## src/rtl/ccd_seq_pkg.sv

```systemverilog
package ccd_seq_pkg;

  typedef enum logic [2:0] {
    S_IDLE,
    S_INTEG,
    S_V1,
    S_V2,
    S_GUARD,
    S_HPIX,
    S_DONE
  } seq_state_t;

  // strobes from control to datapath, one set per cycle
  typedef struct packed {
    logic shut;
    logic v1;
    logic v2;
    logic hAct;
    logic h1;
    logic rst;
    logic smp;
    logic isSig;
    logic done;
  } seq_strb_t;

endpackage

```

## src/rtl/ccd_seq_ctrl.sv

```systemverilog
module ccd_seq_ctrl
  import ccd_seq_pkg::*;
#(
  parameter int N_ACT_LINES = 512,
  parameter int N_DUM_LINES = 8,
  parameter int N_LEAD_DUM  = 12,
  parameter int N_ACT_PIX   = 512,
  parameter int N_TRAIL_DUM = 8,
  parameter int IDX_W       = 10,
  parameter int T_VPW       = 12500,
  parameter int T_HPW       = 420,
  parameter int T_RPW       = 100,
  parameter int T_GUARD     = 200,
  parameter int T_INTEG     = 1000
) (
  input  logic             clk,
  input  logic             rstN,
  input  logic             start,
  output seq_strb_t        strb,
  output logic [IDX_W-1:0] pixIdx
);

  localparam int NLINES  = N_ACT_LINES + N_DUM_LINES;
  localparam int NPIX    = N_LEAD_DUM + N_ACT_PIX + N_TRAIL_DUM;
  localparam int PIX_PER = 2 * T_HPW;
  localparam int LN_W    = (NLINES > 1) ? $clog2(NLINES) : 1;
  localparam int SIG_LO  = N_LEAD_DUM;
  localparam int SIG_HI  = N_LEAD_DUM + N_ACT_PIX;

  seq_state_t       st;
  logic [31:0]      cnt;
  logic [LN_W-1:0]  line;
  logic [IDX_W-1:0] pix;
  logic             phaseEnd;
  logic             lastPix;
  logic             lastLine;

  always_comb begin
    unique case (st)
      S_INTEG: phaseEnd = (cnt == 32'(T_INTEG - 1));
      S_V1,
      S_V2:    phaseEnd = (cnt == 32'(T_VPW - 1));
      S_GUARD: phaseEnd = (cnt == 32'(T_GUARD - 1));
      S_HPIX:  phaseEnd = (cnt == 32'(PIX_PER - 1));
      default: phaseEnd = 1'b1;
    endcase
  end

  assign lastPix  = (pix == IDX_W'(NPIX - 1));
  assign lastLine = (line == LN_W'(NLINES - 1));

  always_ff @(posedge clk or negedge rstN) begin
    if (!rstN) begin
      st   <= S_IDLE;
      cnt  <= '0;
      line <= '0;
      pix  <= '0;
    end else if (st == S_IDLE) begin
      if (start) begin
        st  <= S_INTEG;
        cnt <= '0;
      end
    end else if (!phaseEnd) begin
      cnt <= cnt + 32'd1;
    end else begin
      cnt <= '0;
      unique case (st)
        S_INTEG: begin
          st   <= S_V1;
          line <= '0;
        end
        S_V1:    st <= S_V2;
        S_V2:    st <= S_GUARD;
        S_GUARD: begin
          st  <= S_HPIX;
          pix <= '0;
        end
        S_HPIX: begin
          if (!lastPix) begin
            pix <= pix + IDX_W'(1);
          end else if (lastLine) begin
            st <= S_DONE;
          end else begin
            line <= line + LN_W'(1);
            st   <= S_V1;
          end
        end
        default: st <= S_IDLE;
      endcase
    end
  end

  always_comb begin
    strb       = '0;
    strb.shut  = (st == S_INTEG);
    strb.v1    = (st == S_V1);
    strb.v2    = (st == S_V2);
    strb.hAct  = (st == S_HPIX);
    strb.h1    = (st == S_HPIX) && (cnt < 32'(T_HPW));
    strb.rst   = (st == S_HPIX) && (cnt < 32'(T_RPW));
    strb.smp   = (st == S_HPIX) && phaseEnd;
    strb.isSig = (pix >= IDX_W'(SIG_LO)) && (pix < IDX_W'(SIG_HI));
    strb.done  = (st == S_DONE);
  end

  assign pixIdx = pix;

endmodule

```

## src/rtl/ccd_seq_dp.sv

```systemverilog
module ccd_seq_dp
  import ccd_seq_pkg::*;
#(
  parameter int IDX_W = 10
) (
  input  logic             clk,
  input  logic             rstN,
  input  seq_strb_t        strb,
  input  logic [IDX_W-1:0] pixIdxIn,
  output logic             shutterOpen,
  output logic             vClk1,
  output logic             vClk2,
  output logic             xferGate,
  output logic             hClk1,
  output logic             hClk2,
  output logic             sumGate,
  output logic             rstGate,
  output logic             smpStrobe,
  output logic [IDX_W-1:0] smpIdx,
  output logic             smpIsSignal,
  output logic             frameDone
);

  seq_strb_t        q;
  logic [IDX_W-1:0] idxQ;
  logic             h2;

  always_ff @(posedge clk or negedge rstN) begin
    if (!rstN) begin
      q    <= '0;
      idxQ <= '0;
    end else begin
      q    <= strb;
      idxQ <= pixIdxIn;
    end
  end

  // second horizontal phase is the exact inverse of the first while active
  assign h2 = q.hAct & ~q.h1;

  assign shutterOpen = q.shut;
  assign vClk1       = q.v1;
  assign vClk2       = q.v2;
  assign xferGate    = q.v2;
  assign hClk1       = q.h1;
  assign hClk2       = h2;
  assign sumGate     = h2;
  assign rstGate     = q.rst;
  assign smpStrobe   = q.smp;
  assign smpIdx      = q.smp ? idxQ : '0;
  assign smpIsSignal = q.smp & q.isSig;
  assign frameDone   = q.done;

endmodule

```

## src/rtl/ccd_seq_top.sv

```systemverilog
module ccd_seq_top
  import ccd_seq_pkg::*;
#(
  parameter int N_ACT_LINES = 512,
  parameter int N_DUM_LINES = 8,
  parameter int N_LEAD_DUM  = 12,
  parameter int N_ACT_PIX   = 512,
  parameter int N_TRAIL_DUM = 8,
  parameter int IDX_W       = 10,
  parameter int T_VPW       = 12500,
  parameter int T_HPW       = 420,
  parameter int T_RPW       = 100,
  parameter int T_GUARD     = 200,
  parameter int T_INTEG     = 1000,
  parameter int CLK_HZ      = 125000000,
  parameter int PIX_MAX_HZ  = 150000
) (
  input  logic             clk,
  input  logic             rstN,
  input  logic             start,
  output logic             shutterOpen,
  output logic             vClk1,
  output logic             vClk2,
  output logic             xferGate,
  output logic             hClk1,
  output logic             hClk2,
  output logic             sumGate,
  output logic             rstGate,
  output logic             smpStrobe,
  output logic [IDX_W-1:0] smpIdx,
  output logic             smpIsSignal,
  output logic             frameDone
);

  seq_strb_t        strb;
  logic [IDX_W-1:0] pixIdx;

  ccd_seq_ctrl #(
    .N_ACT_LINES(N_ACT_LINES), .N_DUM_LINES(N_DUM_LINES),
    .N_LEAD_DUM(N_LEAD_DUM), .N_ACT_PIX(N_ACT_PIX), .N_TRAIL_DUM(N_TRAIL_DUM),
    .IDX_W(IDX_W), .T_VPW(T_VPW), .T_HPW(T_HPW), .T_RPW(T_RPW),
    .T_GUARD(T_GUARD), .T_INTEG(T_INTEG)
  ) u_ctrl (
    .clk(clk), .rstN(rstN), .start(start), .strb(strb), .pixIdx(pixIdx)
  );

  ccd_seq_dp #(.IDX_W(IDX_W)) u_dp (
    .clk(clk), .rstN(rstN), .strb(strb), .pixIdxIn(pixIdx),
    .shutterOpen(shutterOpen), .vClk1(vClk1), .vClk2(vClk2),
    .xferGate(xferGate), .hClk1(hClk1), .hClk2(hClk2), .sumGate(sumGate),
    .rstGate(rstGate), .smpStrobe(smpStrobe), .smpIdx(smpIdx),
    .smpIsSignal(smpIsSignal), .frameDone(frameDone)
  );

endmodule

```

## config.mk

```make
export PLATFORM = sky130hd
export DESIGN_NAME = ccd_seq_top
export DESIGN_NICKNAME = d
export VERILOG_FILES = /design/src/rtl/ccd_seq_pkg.sv /design/src/rtl/ccd_seq_ctrl.sv /design/src/rtl/ccd_seq_dp.sv /design/src/rtl/ccd_seq_top.sv
export SDC_FILE = /design/constraint.sdc
export NUM_CORES = 1
export LEC_CHECK = 0
export BUFFER_PORTS_ARGS = -buffer_cell sky130_fd_sc_hd__buf_2
export CORE_ASPECT_RATIO = 1.5
export CORE_MARGIN = 4
export CORE_UTILIZATION = 40
export CTS_CLUSTER_DIAMETER = 150
export DETAILED_ROUTE_END_ITERATION = 10
export PLACE_DENSITY = 0.65
export RECOVER_POWER = 50
export SKIP_LAST_GASP = 1
export SYNTH_ARGS = -nofsm -noshare
export SYNTH_HDL_FRONTEND = slang
export SYNTH_SLANG_ARGS = --single-unit
```

## constraint.sdc

```tcl
create_clock -name clk -period 2.85 [get_ports clk]
set_clock_uncertainty 0.05 [all_clocks]
set_input_delay 0 -clock clk [delete_from_list [all_inputs] [get_ports clk]]
set_output_delay 0 -clock clk [all_outputs]
set_load 0.05 [all_outputs]
```

==> results of run 1 <==
[how the worst max path moves through the flow]
stage	from	endpoint	slack, ns	cells after the start
floorplan	u_ctrl.st[1]	u_ctrl.pixIdx[8]	0.22	10
global placement	u_ctrl.st[2]	u_ctrl.pixIdx[3]	0.30	6
detailed placement	u_ctrl.pixIdx[0]	u_ctrl.line[8]	0.19	6
CTS	u_ctrl.pixIdx[0]	u_ctrl.line[8]	0.18	6
global route	u_ctrl.pixIdx[0]	u_ctrl.line[5]	0.004	6
finish	u_ctrl.st[2]	u_ctrl.pixIdx[4]	0.22	8
[synthesized netlist by cell type, types with 10 or more instances]
cell type / count / area (um2)
nor3_1: 14 / 70.1
nand3_1: 51 / 255
and3_1: 11 / 68.8
a21oi_1: 15 / 75.1
nor2_1: 22 / 82.6
o31ai_1: 15 / 113
dfrtp_1: 74 / 1850
inv_1: 10 / 37.5
nor4_1: 11 / 68.8
nand2_1: 39 / 146
clkbuf_1: 19 / 71.3
nand4_1: 11 / 68.8
or3_1: 16 / 100
and2_1: 18 / 113
o21ai_0: 27 / 135
[kinds of logic (layout without fill, tap and decap cells)]
kind of cell               count (synthesis)  after routing  synth area share (%)
AOI/OAI and AO/OA                        107            107                  18.2
adders and majority gates                  6              6                  1.86
and+or+nand+nor                          220            220                  29.3
DFF                                       74             74                  45.8
muxes                                      2              2                 0.495
xor gates and xnor gates                   2              2                 0.433
buffers and inverters                     38             66                  3.96
[worst register-to-register path: stages, from the launching register on]
cell and delay (ns):
dfrtp_1 0.41, buf_12 0.17, nand3b_4 0.08, inv_1 0.14, or4_4 0.48, a211oi_4 0.31
a21oi_2 0.12, or3_1 0.50, o31ai_1 0.28
[layout by cell type (no fill, tap or decap), drive strengths merged, types with 16 or more instances in the layout]
cell,count
nand3,51
or3,16
nand2,39
buf,30
clkbuf,19
dfrtp,74
a21oi,16
and2,19
nor2,22
o21ai,28
[final cells by class]
class / instances / share of cell area (%)
sequential: 74 / 39.3
clock buffer: 11 / 5.16
inverter: 11 / 0.877
tap: 115 / 3.06
clock inverter: 5 / 2.66
timing repair buffer: 39 / 5.39
multi-input combinational: 337 / 43.5
[sequential cells by signal (all words and copies together) (netlist names)]
register          count
u_ctrl.cnt           32
u_ctrl.line          10
u_ctrl.pixIdx        10
u_ctrl.st             3
u_dp.frameDone        1
u_dp.hClk1            1
u_dp.idxQ            10
u_dp.q                2
u_dp.rstGate          1
u_dp.shutterOpen      1
u_dp.smpStrobe        1
u_dp.vClk1            1
u_dp.vClk2            1
[layer usage]
metal	wire length [um]	GRT usage, %	up-vias	share of wire (%)
met4	177	8.52	0	1.8
met1	4180	20.7	1683	43
met5	0	0	-	0
met2	5050	29.7	77	52
met3	325	3.72	12	3.3
li1	-	-	1712	-
[what timing repair did]
action | CTS | global route
buffers inserted | 0 | 0
hold buffers | 1 | 0
endpoints found under the setup margin | 0 | 3
gates resized for setup | 0 | 2
endpoints found under the hold margin | 74 | 0
[through the flow]
stage               area (um2)  instances
floorplan                 4050        449
global placement          4330        575
detailed placement        4330        575
CTS                       4710        592
global route              4710        592
finish                    4710        592
[power by group through the flow]
stage	Combinational (mW)	Sequential (mW)	Clock, mW
final	0.0240	1.05	1.39
after global routing	0.0289	1.05	1.46
after CTS	0.0265	1.05	1.42
after detailed placement	0.0254	1.07	0
after global placement	0.0249	1.07	0
after floorplan	0.00116	1.07	0
==> metrics.txt, run 1 <==
# TYPE chip_impl_metric gauge
chip_impl_metric{name="yosys_register_bits",unit=""} 74
chip_impl_info{name="start_point_of_the_worst_min_delay_path",value="start"} 1
chip_impl_info{name="cp_slowest_cell",value="or3_1"} 1
chip_impl_metric{name="crit_path_max_fanout",unit=""} 23
chip_impl_info{name="critical_path_class",value="reg -> reg"} 1
chip_impl_metric{name="buffer_ports.inserted",unit=""} 23
chip_impl_metric{name="syn_area_per_cell",unit="um2"} 9.01
chip_impl_metric{name="layout_worst_path_cycle_share",unit="%"} 92.4
chip_impl_metric{name="clk_latency",unit="ns"} 0.34
chip_impl_metric{name="drv.max_cap_violation_count",unit=""} 1
chip_impl_metric{name="sequential_cell_area",unit="mm2"} 0.00185
chip_impl_metric{name="antenna_found_initial",unit=""} 0
chip_impl_info{name="cts_tree",value="built"} 1
chip_impl_metric{name="power.density",unit="mW/mm2"} 524
chip_impl_info{name="rsz0062_at_grt",value="no"} 1
chip_impl_metric{name="grt_usage",unit="%"} 17.4
chip_impl_metric{name="ys.warnings.count",unit=""} 0
chip_impl_metric{name="first_pass_iters",unit=""} 4
chip_impl_metric{name="fp.coreArea",unit="mm2"} 0.00980
chip_impl_metric{name="detail-route-antenna-nets",unit=""} 0
chip_impl_info{name="cts_root_buf",value="clkbuf_16"} 1
chip_impl_metric{name="drive_above_1_share",unit="%"} 11.5
chip_impl_metric{name="worstMarginPinSlew",unit="ns"} 1.84
chip_impl_metric{name="die_width",unit="um"} 90.1
chip_impl_metric{name="slew_viol_final",unit=""} 75
chip_impl_metric{name="routed_wl",unit="um"} 9740
chip_impl_metric{name="internal_power",unit="mW"} 2.02
chip_impl_info{name="rr_startpoint",value="u_ctrl.st[2]"} 1
chip_impl_metric{name="antenna_cells_inserted",unit=""} 0
chip_impl_metric{name="design.final.nets",unit=""} 481
chip_impl_metric{name="switching_power",unit="mW"} 0.446
chip_impl_metric{name="netSwitchingFraction",unit="%"} 18.1
chip_impl_metric{name="worst_path_largest_cell_delay",unit="ns"} 0.50
chip_impl_metric{name="worst_case_setup_margin_in_the_final_layout",unit="ns"} 0.216
chip_impl_metric{name="power.total",unit="mW"} 2.47
chip_impl_info{name="synthFlopType",value="dfrtp_1"} 1
chip_impl_info{name="timing.hold.worst_endpoint",value="u_ctrl.st[0]"} 1
chip_impl_metric{name="floorplan.initialDensity",unit="%"} 41.3
chip_impl_metric{name="syn_to_final_growth",unit="%"} 16.4
chip_impl_metric{name="synth.cell_area",unit="mm2"} 0.00405
chip_impl_metric{name="share_seq_of_total_power",unit="%"} 42.6
chip_impl_info{name="timing.critical_path.to_type",value="flop"} 1
chip_impl_metric{name="worst_path_arrival_time",unit="ns"} 2.82
chip_impl_metric{name="max_slew_margin",unit="%"} -22.8
chip_impl_metric{name="cellLeakagePower",unit="nW"} 2.04
chip_impl_info{name="timing.critical_path.cells",value="buf_12 -> nand3b_4 -> inv_1 -> or4_4 -> a211oi_4 -> a21oi_2 -> or3_1 -> o31ai_1"} 1
chip_impl_metric{name="fmaxAchievable",unit="GHz"} 0.380
chip_impl_metric{name="timing.final.setup_violations",unit=""} 0
chip_impl_metric{name="vias",unit=""} 3484
chip_impl_metric{name="dieArea",unit="mm2"} 0.0118
chip_impl_metric{name="maximum_number_of_pins_on_one_net_before_global_route_repair",unit=""} 75
chip_impl_metric{name="first_global_vias",unit=""} 3521
chip_impl_metric{name="chipHeight",unit="um"} 131
chip_impl_metric{name="syn_nets",unit=""} 458
chip_impl_info{name="violations_in_the_final_reports",value="max-capacitance violations, max-slew violations"} 1
chip_impl_metric{name="cts.reportedPaths.clkPinSlew",unit="ns"} 0.06
chip_impl_metric{name="multiInputGateArea",unit="mm2"} 0.00205
chip_impl_metric{name="gp_congestion",unit=""} 0.853
chip_impl_metric{name="via_per_inst",unit=""} 5.89
chip_impl_info{name="run_status",value="complete, but fails checks"} 1
chip_impl_metric{name="worst-path-buf-inv",unit=""} 2
chip_impl_metric{name="cts-root-to-sink-buffers",unit=""} 2
chip_impl_metric{name="first_pass_grt_wire_length",unit="um"} 17100
chip_impl_metric{name="yosysSeqAreaShare",unit="%"} 45.8
chip_impl_metric{name="io_pins",unit=""} 24
chip_impl_info{name="startpoint_type",value="flop"} 1
chip_impl_metric{name="power.clock.fraction",unit="%"} 56.4
chip_impl_info{name="reg2reg_to",value="u_ctrl.pixIdx[4]"} 1
chip_impl_metric{name="post-dp-hpwl",unit="um"} 6500
chip_impl_metric{name="period_needed",unit="ns"} 2.63
chip_impl_metric{name="detail_route.drc_violations",unit=""} 0
chip_impl_metric{name="layout.core_utilization",unit="%"} 48.0
chip_impl_metric{name="timing.reg2reg.worst_path_depth",unit=""} 8
chip_impl_metric{name="cp.required",unit="ns"} 3.04
chip_impl_metric{name="async_reset_ff_share",unit="%"} 100
chip_impl_metric{name="synth_enable_flop_cells",unit=""} 0
chip_impl_metric{name="hold_path_depth",unit=""} 5
chip_impl_metric{name="tritoncts.num_buffers",unit=""} 9
chip_impl_metric{name="timing_hold_violations_final",unit=""} 0
chip_impl_metric{name="rows",unit=""} 44
chip_impl_info{name="timing.critical_path.max_delay_family",value="simple AND/OR/NAND/NOR gates"} 1
chip_impl_metric{name="synth_cells",unit=""} 449
chip_impl_metric{name="yosysUniqueCellTypes",unit=""} 55
chip_impl_metric{name="drt_iter0_drc",unit=""} 205
chip_impl_metric{name="numClockSinks",unit=""} 74
chip_impl_metric{name="final.fill_count",unit=""} 911
chip_impl_info{name="hold_crit_class",value="in -> reg"} 1
chip_impl_metric{name="cts.htree.levels",unit=""} 3
chip_impl_metric{name="setup_tns",unit="ns"} 0
chip_impl_metric{name="power.combinational.fraction",unit="%"} 1.0
chip_impl_metric{name="grt-ovfl-total",unit=""} 0
chip_impl_metric{name="worst_ir_drop_vdd",unit="mV"} 0.318
chip_impl_metric{name="final.hold.worst_slack",unit="ns"} 0.153
chip_impl_metric{name="wl_per_cell",unit="um"} 16.5
chip_impl_metric{name="placement.setup.worst_slack",unit="ns"} 0.194
chip_impl_metric{name="ff2ff_setup_slack",unit="ns"} 0.22
Note: power is estimated with default switching activity, not from simulation.
==> run 2: changes to the inputs <==
Settings changed: ABC_AREA from default to 1, REMOVE_ABC_BUFFERS from default to 1.
==> run 2 against run 1 <==
The run still ends with max-capacitance violations, max-slew violations left. Hold slack better by 0.22 ns. Core utilization decreased by 2.6 points. Synthesized area increased by 12%. Fmax up 7.7%. Clock power down 27%. Register-to-register slack improved by 0.19 ns. Largest cell class unchanged. Highest routed layer unchanged.
==> metrics.txt, run 2 <==
# TYPE chip_impl_metric gauge
chip_impl_metric{name="rows",unit=""} 47
chip_impl_info{name="cts_tree",value="built"} 1
chip_impl_metric{name="cts_hold_repair.buffers",unit=""} 2
chip_impl_info{name="cts_root_buf",value="clkbuf_16"} 1
chip_impl_metric{name="share_seq_of_total_power",unit="%"} 35.9
chip_impl_metric{name="grt-ovfl-total",unit=""} 0
chip_impl_info{name="critical_path_class",value="reg -> reg"} 1
chip_impl_metric{name="sequential_cell_area",unit="mm2"} 0.00185
chip_impl_metric{name="post_route_cell_area",unit="mm2"} 0.00503
chip_impl_metric{name="syn_area_per_cell",unit="um2"} 7.39
chip_impl_metric{name="slew_viol_final",unit=""} 75
chip_impl_metric{name="power.clock.fraction",unit="%"} 30.7
chip_impl_metric{name="period_needed",unit="ns"} 2.45
chip_impl_metric{name="ff2ff_setup_slack",unit="ns"} 0.40
chip_impl_metric{name="layout.core_utilization",unit="%"} 45.5
chip_impl_metric{name="dieArea",unit="mm2"} 0.0132
chip_impl_metric{name="final.fill_count",unit=""} 1150
chip_impl_metric{name="first_pass_iters",unit=""} 4
chip_impl_metric{name="internal_power",unit="mW"} 1.98
chip_impl_metric{name="detail_route.drc_violations",unit=""} 0
chip_impl_metric{name="wl_per_cell",unit="um"} 12.7
chip_impl_info{name="timing.critical_path.to_type",value="flop"} 1
chip_impl_metric{name="clk_latency",unit="ns"} 0.34
chip_impl_metric{name="yosysTopAreaCellShare",unit="%"} 40.7
chip_impl_info{name="worstSetupEndpoint",value="u_ctrl.line[8]"} 1
chip_impl_metric{name="synth_cells",unit=""} 615
chip_impl_info{name="synth_commonest_cells",value="198 x nand2_1, 83 x nor2_1, 74 x dfrtp_1, 60 x inv_1, 37 x nand3_1"} 1
chip_impl_metric{name="cts.htree.levels",unit=""} 3
chip_impl_metric{name="power.density",unit="mW/mm2"} 655
chip_impl_metric{name="detail-route-antenna-nets",unit=""} 0
chip_impl_metric{name="routed_wl",unit="um"} 9990
chip_impl_metric{name="floorplan.initialDensity",unit="%"} 41.1
chip_impl_metric{name="final.hold.worst_slack",unit="ns"} 0.373
chip_impl_metric{name="drv.max_cap_violation_count",unit=""} 1
chip_impl_metric{name="tritoncts.num_buffers",unit=""} 9
chip_impl_info{name="hold_crit_class",value="reg -> reg"} 1
chip_impl_metric{name="via_per_inst",unit=""} 4.92
chip_impl_metric{name="multiInputGateArea",unit="mm2"} 0.00232
chip_impl_info{name="registers.top_by_ff_count",value="u_ctrl.cnt"} 1
chip_impl_metric{name="syn_to_final_growth",unit="%"} 10.6
chip_impl_metric{name="yosys_register_bits",unit=""} 74
chip_impl_metric{name="die_width",unit="um"} 95.0
chip_impl_info{name="most_instantiated_library_cell_after_synthesis",value="nand2_1"} 1
chip_impl_metric{name="drt_iter0_drc",unit=""} 167
chip_impl_metric{name="gp_congestion",unit=""} 0.951
chip_impl_info{name="mostFrequentLayoutCell",value="nand2_1"} 1
chip_impl_info{name="synthFlopType",value="dfrtp_1"} 1
chip_impl_metric{name="cts.reportedPaths.clkPinSlew",unit="ns"} 0.06
chip_impl_metric{name="drive_above_1_share",unit="%"} 14.0
chip_impl_metric{name="chipHeight",unit="um"} 139
chip_impl_metric{name="area_after_dpl",unit="mm2"} 0.00476
chip_impl_info{name="rsz0062_at_grt",value="no"} 1
chip_impl_metric{name="placed_cell_count",unit=""} 772
chip_impl_metric{name="post-dp-hpwl",unit="um"} 7410
chip_impl_metric{name="maximum_number_of_pins_on_one_net_before_global_route_repair",unit=""} 75
chip_impl_metric{name="worstMarginPinSlew",unit="ns"} 1.83
chip_impl_metric{name="yosysUniqueCellTypes",unit=""} 40
chip_impl_metric{name="max_slew_margin",unit="%"} -21.7
chip_impl_metric{name="buffer_ports.inserted",unit=""} 23
chip_impl_metric{name="post_cts_resize_count",unit=""} 0
chip_impl_metric{name="antenna_cells_inserted",unit=""} 0
chip_impl_metric{name="numClockSinks",unit=""} 74
chip_impl_info{name="violations_in_the_final_reports",value="max-capacitance violations, max-slew violations"} 1
chip_impl_metric{name="fmaxAchievable",unit="GHz"} 0.409
chip_impl_metric{name="antenna_found_initial",unit=""} 0
chip_impl_metric{name="switching_power",unit="mW"} 1.32
chip_impl_metric{name="worst_ir_drop_vdd",unit="mV"} 0.441
chip_impl_metric{name="first_pass_grt_wire_length",unit="um"} 17500
chip_impl_info{name="reg2reg_to",value="u_ctrl.line[8]"} 1
chip_impl_metric{name="vias",unit=""} 3888
chip_impl_metric{name="grt_usage",unit="%"} 16.6
chip_impl_info{name="rr_startpoint",value="u_ctrl.st[2]"} 1
chip_impl_metric{name="setup_tns",unit="ns"} 0
chip_impl_metric{name="cts-root-to-sink-buffers",unit=""} 2
chip_impl_metric{name="largest_register_ffs",unit=""} 32
chip_impl_metric{name="timing_hold_violations_final",unit=""} 0
chip_impl_metric{name="timing.final.setup_violations",unit=""} 0
chip_impl_metric{name="layoutNonFillerInstCount",unit=""} 790
chip_impl_metric{name="synth.cell_area",unit="mm2"} 0.00454
chip_impl_info{name="post_synth_main_area_contributors",value="dfrtp_1 41%, nand2_1 16%, nor2_1 6.9%"} 1
chip_impl_metric{name="async_reset_ff_share",unit="%"} 100
chip_impl_metric{name="first_global_vias",unit=""} 3935
chip_impl_metric{name="netSwitchingFraction",unit="%"} 39.9
chip_impl_metric{name="synth_enable_flop_cells",unit=""} 0
chip_impl_metric{name="layout_worst_path_cycle_share",unit="%"} 85.8
chip_impl_metric{name="fp.coreArea",unit="mm2"} 0.0111
chip_impl_info{name="startpoint",value="u_ctrl.st[2]"} 1
chip_impl_info{name="run_status",value="complete, but fails checks"} 1
chip_impl_metric{name="crit_path_max_fanout",unit=""} 20
chip_impl_metric{name="post-cts-setup-buffers",unit=""} 0
chip_impl_metric{name="io_pins",unit=""} 24
chip_impl_metric{name="cp.required",unit="ns"} 3.01
chip_impl_metric{name="cellLeakagePower",unit="nW"} 2.35
chip_impl_metric{name="ys.warnings.count",unit=""} 0
chip_impl_metric{name="design.final.nets",unit=""} 647
chip_impl_info{name="startpoint_type",value="flop"} 1
chip_impl_info{name="mostFrequentLayoutCells",value="198 x nand2_1, 83 x nor2_1, 74 x dfrtp_1, 62 x inv_1, 37 x nand3_1"} 1
chip_impl_info{name="yosys.area.top_type",value="dfrtp_1"} 1
chip_impl_metric{name="yosysSeqAreaShare",unit="%"} 40.7
chip_impl_metric{name="timing.reg2reg.worst_path_depth",unit=""} 12
chip_impl_metric{name="worst_path_arrival_time",unit="ns"} 2.61
chip_impl_metric{name="power.combinational.fraction",unit="%"} 33.4
[run 2: stage by stage]
step                      power, mW  worst slack [ns]
final                          3.29             0.404
after global routing           3.50             0.134
after CTS                      3.35             0.477
after detailed placement       2.32             0.491
after global placement         2.29             0.571
after floorplan                2.03             0.714
[run 2: logic make-up after synthesis]
group,Yosys count,synth area share [%]
AND/OR/NAND/NOR,372,36.5
buffers and inverters,86,8.18
flip-flops,74,40.7
AO/OA/AOI/OAI,53,8.29
XOR/XNOR,23,4.43
adder cells (fa/ha/maj),6,1.65
multiplexers,1,0.220
[run 2: routing by layer]
metal	part of all wire, %	wire length [um]	track usage, %	up-vias
met4	3.8	376	9.20	0
met1	39	3940	17.4	1826
met5	0	0	0	-
met2	54	5410	30.2	63
li1	-	-	-	1974
met3	2.7	266	2.88	25
[run 2: worst min-delay path by stage]
stage,start,end,slack (ns),cells after the start
after CTS,rstN,u_dp.idxQ[3],0.35,2
after global routing,u_ctrl.pixIdx[3],u_dp.idxQ[3],0.40,0
final,u_ctrl.pixIdx[3],u_dp.idxQ[3],0.37,0
after global placement,rstN,u_dp.idxQ[2],0.14,1
after floorplan,rstN,u_ctrl.cnt[0],-0.35,0
after detailed placement,rstN,u_dp.idxQ[2],0.17,1
[run 2: worst max-delay path, stage by stage (launching register included)]
cell and delay [ns]:
dfrtp_1 0.57, inv_1 0.19, ha_1 0.29, inv_1 0.11, nand2_1 0.06, nand2_1 0.05, nand2_1 0.05, nor2_1 0.19
nand3_4 0.13, nand2_8 0.13, nand2_2 0.27, nand2_1 0.16, o21ai_2 0.06
[run 2: area by class of cell]
cell class	instances	share of cell area, %
inverter	71	5.30
tap	147	3.66
clock inverter	5	0.622
multi-input combinational	455	46.2
clock buffer	11	4.63
timing repair buffer	27	2.76
sequential	74	36.8
[run 2: power groups by stage]
| stage | Sequential [mW] | Clock [mW] | Combinational [mW] |
|---|---|---|---|
| finish | 1.18 | 1.01 | 1.10 |
| global route | 1.19 | 1.08 | 1.22 |
| CTS | 1.18 | 1.04 | 1.12 |
| detailed placement | 1.20 | 0 | 1.12 |
| global placement | 1.20 | 0 | 1.09 |
| floorplan | 1.27 | 0 | 0.754 |
